===== config.mk =====
export PLATFORM = sky130hd
export DESIGN_NAME = bytelane_seq
export DESIGN_NICKNAME = d
export VERILOG_FILES = /design/src/rtl/bls_pkg.sv /design/src/rtl/bls_rst_sync.sv /design/src/rtl/bls_lane_plan.sv /design/src/rtl/bls_gather.sv /design/src/rtl/bytelane_seq.sv
export SDC_FILE = /design/constraint.sdc
export NUM_CORES = 1
export LEC_CHECK = 0
export CORE_ASPECT_RATIO = 2
export CORE_UTILIZATION = 45
export DETAILED_ROUTE_END_ITERATION = 10
export PLACE_DENSITY = 0.86
export SLEW_MARGIN = 0
export SYNTH_ARGS = -nofsm -noshare
export SYNTH_HDL_FRONTEND = slang
export SYNTH_HIERARCHICAL = 1
export SYNTH_SLANG_ARGS = --single-unit

===== constraint.sdc =====
create_clock -name clk -period 3.1 [get_ports clk]
set_input_delay 0.465 -clock clk [delete_from_list [all_inputs] [get_ports clk]]
set_output_delay 0.465 -clock clk [all_outputs]
set_load 0.01 [all_outputs]

===== src/rtl/bls_pkg.sv =====
package bls_pkg;
  localparam int LANES  = 2;
  localparam int LANE_W = 8;
  localparam int BUS_W  = LANES * LANE_W;

  typedef enum logic [1:0] {
    ST_IDLE   = 2'd0,
    ST_FIRST  = 2'd1,
    ST_SECOND = 2'd2
  } bls_state_e;
endpackage


===== src/rtl/bls_rst_sync.sv =====
module bls_rst_sync #(
  parameter int STAGES = 2
) (
  input  logic clk,
  input  logic rst_n,
  output logic rst_sync_n
);
  logic [STAGES-1:0] chain_q;

  always_ff @(posedge clk or negedge rst_n) begin
    if (!rst_n) chain_q <= '0;
    else        chain_q <= {chain_q[STAGES-2:0], 1'b1};
  end

  assign rst_sync_n = chain_q[STAGES-1];
endmodule


===== src/rtl/bls_lane_plan.sv =====
module bls_lane_plan
  import bls_pkg::*;
(
  input  logic             odd,
  input  logic             word,
  input  logic             second,
  input  logic [BUS_W-1:0] wdata,
  output logic [LANES-1:0] be,
  output logic [BUS_W-1:0] lane_data
);
  for (genvar g = 0; g < LANES; g++) begin : g_lane
    logic             en;
    logic [LANE_W-1:0] src;

    always_comb begin
      if (word && !odd) begin
        en  = 1'b1;
        src = wdata[g*LANE_W +: LANE_W];
      end else if (word) begin
        en  = second ? (g == 0) : (g == LANES-1);
        src = second ? wdata[BUS_W-1 -: LANE_W] : wdata[LANE_W-1:0];
      end else begin
        en  = (odd == (g == LANES-1));
        src = wdata[LANE_W-1:0];
      end
    end

    assign be[g] = en;
    assign lane_data[g*LANE_W +: LANE_W] = en ? src : '0;
  end
endmodule


===== src/rtl/bls_gather.sv =====
module bls_gather
  import bls_pkg::*;
(
  input  logic             clk,
  input  logic             rst_n,
  input  logic             capture_lo,
  input  logic             finish,
  input  logic             word,
  input  logic             odd,
  input  logic             write,
  input  logic [BUS_W-1:0] bus_rdata,
  output logic             done,
  output logic [BUS_W-1:0] rdata
);
  logic [LANE_W-1:0] lo_q;
  logic [BUS_W-1:0]  rdata_q;
  logic [BUS_W-1:0]  result_d;
  logic              done_q;

  always_comb begin
    if (write)
      result_d = '0;
    else if (!word)
      result_d = {{(BUS_W-LANE_W){1'b0}},
                  odd ? bus_rdata[BUS_W-1 -: LANE_W] : bus_rdata[LANE_W-1:0]};
    else if (!odd)
      result_d = bus_rdata;
    else
      result_d = {bus_rdata[LANE_W-1:0], lo_q};
  end

  always_ff @(posedge clk or negedge rst_n) begin
    if (!rst_n) lo_q <= '0;
    else if (capture_lo) lo_q <= bus_rdata[BUS_W-1 -: LANE_W];
  end

  always_ff @(posedge clk or negedge rst_n) begin
    if (!rst_n) rdata_q <= '0;
    else if (finish) rdata_q <= result_d;
  end

  always_ff @(posedge clk or negedge rst_n) begin
    if (!rst_n) done_q <= 1'b0;
    else        done_q <= finish;
  end

  assign done  = done_q;
  assign rdata = rdata_q;
endmodule


===== src/rtl/bytelane_seq.sv =====
module bytelane_seq
  import bls_pkg::*;
#(
  parameter int ADDR_W = 20
) (
  input  logic              clk,
  input  logic              rst_n,
  input  logic              req_valid,
  output logic              req_ready,
  input  logic [ADDR_W-1:0] req_addr,
  input  logic              req_word,
  input  logic              req_write,
  input  logic [BUS_W-1:0]  req_wdata,
  output logic              done,
  output logic [BUS_W-1:0]  rdata,
  output logic              mem_req,
  output logic [ADDR_W-1:0] mem_addr,
  output logic [LANES-1:0]  mem_be,
  output logic              mem_wr,
  output logic [BUS_W-1:0]  mem_wdata,
  input  logic [BUS_W-1:0]  mem_rdata,
  input  logic              mem_ready
);
  logic rst_sync_n;

  bls_rst_sync #(.STAGES(2)) u_rst (
    .clk        (clk),
    .rst_n      (rst_n),
    .rst_sync_n (rst_sync_n)
  );

  bls_state_e        state_q, state_d;
  logic [ADDR_W-1:0] addr_q;
  logic              word_q, write_q;
  logic [BUS_W-1:0]  wdata_q;
  logic              accept, split, second;
  logic              capture_lo, finish;
  logic [ADDR_W-1:0] addr_next;

  assign accept    = req_valid && (state_q == ST_IDLE);
  assign split     = word_q && addr_q[0];
  assign second    = (state_q == ST_SECOND);
  assign addr_next = addr_q + ADDR_W'(1);

  always_comb begin
    state_d = state_q;
    unique case (state_q)
      ST_IDLE:   if (accept) state_d = ST_FIRST;
      ST_FIRST:  if (mem_ready) state_d = split ? ST_SECOND : ST_IDLE;
      ST_SECOND: if (mem_ready) state_d = ST_IDLE;
      default:   state_d = ST_IDLE;
    endcase
  end

  always_ff @(posedge clk or negedge rst_sync_n) begin
    if (!rst_sync_n) state_q <= ST_IDLE;
    else             state_q <= state_d;
  end

  always_ff @(posedge clk or negedge rst_sync_n) begin
    if (!rst_sync_n) begin
      addr_q  <= '0;
      word_q  <= 1'b0;
      write_q <= 1'b0;
      wdata_q <= '0;
    end else if (accept) begin
      addr_q  <= req_addr;
      word_q  <= req_word;
      write_q <= req_write;
      wdata_q <= req_wdata;
    end
  end

  assign capture_lo = (state_q == ST_FIRST) && mem_ready && split;
  assign finish     = mem_ready && (second || ((state_q == ST_FIRST) && !split));

  bls_lane_plan u_plan (
    .odd       (addr_q[0]),
    .word      (word_q),
    .second    (second),
    .wdata     (wdata_q),
    .be        (mem_be),
    .lane_data (mem_wdata)
  );

  bls_gather u_gather (
    .clk        (clk),
    .rst_n      (rst_sync_n),
    .capture_lo (capture_lo),
    .finish     (finish),
    .word       (word_q),
    .odd        (addr_q[0]),
    .write      (write_q),
    .bus_rdata  (mem_rdata),
    .done       (done),
    .rdata      (rdata)
  );

  assign req_ready = (state_q == ST_IDLE);
  assign mem_req   = (state_q != ST_IDLE);
  assign mem_addr  = second ? addr_next : addr_q;
  assign mem_wr    = write_q;
endmodule


# [Word-level counts from Yosys, hierarchy flattened]
# Index checks and enable logic that the tools add are counted.
[word_totals] register_bits=67 input_bits=58 output_inout_bits=58 wordCells=51
[classes] add_sub_neg=1 eq_ne=5 n_mux=22 bitwise=1 reduce_logical=13
[ops] operator="8-bit two-way mux" n=7
[ops] operator="16-bit two-way mux" n=3
[ops] operator="20-bit by 1-bit adder with 20-bit output (second input constant)" n=1
[ops] operator="20-bit two-way mux" n=1
[ops] operator="2-bit two-way mux" n=4
[ops] operator="1-bit logical AND" n=7
[ops] operator="1-bit two-way mux" n=6
[ops] operator="2-bit one-hot mux with 3 select lines" n=1
[ops] operator="2-bit inequality test (second input constant)" n=2
[ops] operator="3-bit AND reduction" n=1
[ops] operator="2-bit by 1-bit == test with 1-bit output (second input constant)" n=1
[ops] operator="2-bit == test (second input constant)" n=1
[ops] operator="1-bit zero test" n=2
[ops] operator="2-bit zero test" n=1
[ops] operator="2-bit by 1-bit inequality test with 1-bit output (second input constant)" n=1
[ops] operator="2-bit nonzero test" n=1
[ops] operator="1-bit logical OR" n=1
[ops] operator="1-bit NOT" n=1

# [Logic depth before layout (Yosys ltp)]
[depth] depth_word=5 depth_mapped=8

# [Modules after synthesis]
# Netlist, hierarchy kept.
[modules_own_cells] mod="bytelane_seq" instances=1 cells_per_inst=148 area_each_um2=1970.6 seq_area_each_um2=1001.0
[modules_own_cells] mod="bls_gather" instances=1 cells_per_inst=96 area_each_um2=1236.2 seq_area_each_um2=625.6
[modules_own_cells] mod="bls_lane_plan" instances=1 cells_per_inst=43 area_each_um2=257.7 seq_area_each_um2=0.0
[modules_own_cells] mod="bls_rst_sync" instances=1 cells_per_inst=3 area_each_um2=53.8 seq_area_each_um2=50.0

# [Worst setup path before layout]
# OpenSTA, ideal clock, no wires.
[synth_timing] path_type="register -> output" start="reg addr_q[0]" end="out mem_addr[18]" arrival_ns=1.501 path_slack_ns=1.134 stages_incl_launch_ff=6 n_path_buf=0 cell_sequence="dfrtp_1 -> ha_1 -> nand4b_1 -> nor4_2 -> nand3_1 -> xnor2_1"
[synth_via] elab_chain_len=2
[synth_rtl] element="start: declaration" line="bytelane_seq.sv:33" rtl="logic [ADDR_W-1:0] addr_q;"
[synth_rtl] element="start signal: assignment" line="bytelane_seq.sv:67" rtl="addr_q <= req_addr;"
[synth_rtl] element="20-bit by 1-bit adder with 20-bit output" line="bytelane_seq.sv:43" rtl="assign addr_next = addr_q + ADDR_W'(1);"
[synth_rtl] element="20-bit two-way mux" line="bytelane_seq.sv:101" rtl="assign mem_addr = second ? addr_next : addr_q;"
[synth_rtl] element="end: declaration" line="bytelane_seq.sv:17" rtl="output logic [ADDR_W-1:0] mem_addr,"
# No other way between the ends.

# [Final worst setup path]
[layout_timing] start="reg state_q[0]" end="out mem_addr[9]"
[layout_via] elab_chain_len=2
[layout_rtl] element="start: declaration" line="bytelane_seq.sv:32" rtl="bls_state_e state_q, state_d;"
[layout_rtl] element="start signal: assignment" line="bytelane_seq.sv:57" rtl="else state_q <= state_d;"
[layout_rtl] element="2-bit == test" line="bytelane_seq.sv:42" rtl="assign second = (state_q == ST_SECOND);"
[layout_rtl] element="20-bit two-way mux" line="bytelane_seq.sv:101"
# No other way between the ends.

==> results.md <==
- The worst-path maximum fanout is 10.
- After layout, the worst path uses 94.5% of the clock period.
- The total design power is 4.89 mW.
- The net count of the mapped netlist is roughly 350.
- During I/O placement, the number of pins put on the boundary was approximately 120.
- The initial antenna violation count is 0.
- Adding up every negative setup slack in the final design gives 0 ns.
- The worst register-to-register path ends at u_gather/rdata[1].
- Setup violations remaining at the end of the flow were counted as 0.
- The clock tree skew after final layout is roughly 0.0063 ns.
- In this run, CTS created clock tree buffers numbering 9.
- STA puts the critical path data arrival time at roughly 2.5 ns.
- The number of slew-limit violations in the final report came to 0.
- After the flow finishes, the layout carries non-filler instances totaling 505.
- The yosys synthesis warning count is 6.
- For this run, the total global-route usage over all layers was measured as between 20 and 25%.
- Summing the sequential cell areas from Yosys gives a little under half of the chip area.
- The pin count of the biggest net entering global routing is 50.
- The routed design has about 8600 µm of wire.
- The number of sinks on the clock net is 67.
- After synthesis the netlist holds a flip-flop and latch count of 67.
- After synthesis, the mean cell area works out to 12.1 µm².
- The floorplan step defined a core boundary enclosing 7600 µm².
- Synthesis handed over a netlist of 290 instances.
- Including well taps, the total number of placed cells is just under 500.
- In this run, post-CTS hold repair placed 0 buffers.
- TritonCTS built the clock tree.
- The flow ran to the end, and the final reports show no timing, DRC or antenna violations.
- The floorplan die area is approximately 8200 µm².
- The starting utilization of the core area is between 40% and 50%.
- The routed length per instance is ~17 µm.
- The number of hold violations in the final report is 0.
- The required time of the critical path is between 2 and 3 ns.
- The via count of the first global-routing pass came to about 2700.
- Clock-pin slew was measured on the worst setup and hold paths at roughly 0.05 ns.
- The kind of path behind the tightest hold check is primary input to async pin.
- In this run the horizontal extent of the chip is 64.5 µm.
- For the pin with the worst max-slew slack, the measured transition is around 1.1 ns.
- The total power divided by cell area is between 900 and 1000 nW/µm².
- The number of detailed-route iterations in the first pass is 4.
- The DRC violation total after the first TritonRoute iteration is about 140.
- Summed over all nets, the switching power comes to between 1.5 and 2 mW.
- After global routing the overflow that remains totals 0.
- After global routing, the most crowded layer is met2.
- The tool flagged a number of max-cap violations equal to 0.
- Setup repair after global routing left no endpoint under its margin.
- The number of nets in the layout is roughly 470.
- STA classifies the critical path startpoint as a register.
- The post-route netlist has a little under a fifth of its cells at a drive strength greater than 1.
- The count of cells resized by post-cts repair is 0.
- The clock latency at the later pin of the worst-skew pair is around 0.32 ns.
- The met3 usage is about 4.2%.
- The die is 127 µm tall.
- The clock root buffer is clkbuf_16.
- For this run, design rule violations remaining after detail routing come to 0.
- The leakage power figure is between 2 and 2.5 nW.
- The worst flop-to-flop path startpoint is state_q[0].
- In this run switching power makes up between 30% and 40% of total power.
- The count of antenna-violating nets left after detailed routing is 0.
- The cell area after synthesis is about 3500 µm².
- Buffers added to address setup during post-CTS repair amount to 0.
- The number of input and output port buffers inserted is roughly 120.
- The first-pass GRT wire length is 13600 µm.
- The detailed-route via count is approximately 2700.
- The clock network fraction of total power is ~23%.
- The number of antenna repair diodes is 0.
- STA classifies the critical path endpoint as an output pin.
- The HPWL after detailed placement is approximately 6400 µm.
- The count of H-tree levels built during CTS is 3.
- The maximum clock insertion buffer count is 2.
- Registers are responsible for 32.6% of the overall power.
- The type of the worst setup path is register to output pin.
- The initialized floorplan defines 45 standard-cell rows.
- Counting I/O delays and the setup requirement, the final critical path takes 2.93 ns.
- In this run the tightest slew margin relative to its limit is ~29%.
- The post-detailed-route via-to-cell ratio is ~5.3.
- The internal power contribution is ~3.3 mW.
- The worst-case IR drop observed on VDD is between 0.5 and 0.6 mV.
- The final estimated routing congestion in global placement is around 0.84.
- For this run, global-route usage on met1 was measured as roughly 23%.
- The growth of design area from synthesis to finish is 42.7%.
- Synthesis instantiated 44 different standard cells from the library.
- The length in cells of the worst reg-to-reg path is 5.
- The timing-limited maximum frequency is 341 MHz.
- The met2 global-route usage is 41.8%.
- The portion of total power attributed to combinational logic is 44.8%.
- The setup slack on the worst flop-to-flop path is slightly below 0.9 ns.
## area by class of cell
class	count	area [µm²]
fillers	619	2580
flip-flops and latches	67	1680
multi-input cells	188	1630
repair buffers	120	1190
clock buffers	12	256
well taps	94	118
inverters	20	75.1
clock inverters	4	72.6
## layout by cell type (no fill, tap or decap), drive strengths merged, types with 2 or more instances in the layout
cell type	instances
buf	5
nand2	17
nand3	8
dfrtp	67
nor2	3
inv	20
xor2	5
o22ai	16
nand2b	8
clkdlybuf4s50	115
mux2i	17
nor4	3
xnor2	14
a22o	8
bufinv	2
nor2b	2
mux2	46
nand4bb	8
nand4	4
clkbuf	12
nand3b	3
o211ai	8
and3	4
## power groups by stage
stage / Combinational [mW] / Sequential [mW] / Clock (mW)
after global routing: 2.36 / 1.65 / 1.15
after floorplan: 1.23 / 1.58 / 0
after global placement: 2.15 / 1.59 / 0
after detailed placement: 2.21 / 1.60 / 0
after CTS: 2.22 / 1.60 / 1.13
final: 2.19 / 1.60 / 1.10
## state kept, by name (all words and copies together), names as in the netlist
name,flops
addr_q,20
mem_wr,1
state_q,2
u_gather/done,1
u_gather/lo_q,8
u_gather/rdata,16
u_rst/chain_q,2
wdata_q,16
word_q,1
## kinds of logic after synthesis
logic type,synth area share [%]
buffers and inverters,5.97
AO/OA/AOI/OAI,7.79
multiplexers,20.4
AND/OR/NAND/NOR,13.0
flip-flops,47.7
adder cells (fa/ha/maj),0.356
XOR/XNOR,4.73
other,0.107
## metal layers
layer  part of all wire (%)  wire (µm)
met4                    3.1        269
met5                      0          0
met3                    3.4        292
met2                     57       4900
met1                     36       3100
## stage by stage
step / utilization [%] / hold slack, ns / area (µm²) / setup slack [ns]
2_1_floorplan: - / 0.169 / 3520 / 1.10
3_3_place_gp: 61.7 / 0.338 / 4690 / 0.608
3_5_place_dp: 61.7 / 0.336 / 4690 / 0.525
4_1_cts: 66.1 / 0.282 / 5020 / 0.160
5_1_grt: 66.1 / 0.299 / 5020 / 0.0537
6_report: 66.1 / 0.296 / 5020 / 0.171
## worst max-delay path by stage
stage | startpoint | endpoint | slack (ns) | cells past startpoint
floorplan | u_rst/chain_q[1] | addr_q[0] | 1.10 | 0
global placement | state_q[0] | mem_addr[9] | 0.61 | 5
detailed placement | state_q[0] | mem_addr[9] | 0.52 | 5
CTS | state_q[0] | mem_addr[9] | 0.16 | 5
global route | addr_q[0] | mem_wdata[11] | 0.05 | 4
finish | state_q[0] | mem_addr[9] | 0.17 | 5
## cells in the mapped netlist, drive strengths merged
cell	n	area, µm²
a21boi	1	18.8
mux2	46	548
nor3b	1	7.51
nand2	17	63.8
and2b	1	7.51
inv	20	75.1
and4	1	8.76
a21oi	1	5.00
nand4bb	8	90.1
nor3	1	5.00
nand3b	3	38.8
xor2	5	43.8
buf	15	135
and2	1	8.76
or2	1	8.76
nor2	3	11.3
o21a	1	7.51
nor2b	2	12.5
conb	1	3.75
a21o	1	7.51
and3	4	25.0
dfrtp	67	1680
a22o	8	70.1
o22ai	16	100
nor4	3	40.0
o211ai	8	60.1
nand3	8	45.0
ha	1	12.5
o21ai	1	5.00
nand2b	8	50.1
xnor2	14	123
mux2i	17	170
nand4b	1	8.76
nand4	4	25.0
## critical path, cell delays in order, from the launching register on
cell,delay (ns)
dfrtp_1,0.44
and2b_1,0.46
nand4_1,0.19
nor4_1,0.29
xor2_1,0.21
clkdlybuf4s50_1,0.56
Power figures use the tool's default switching activity.
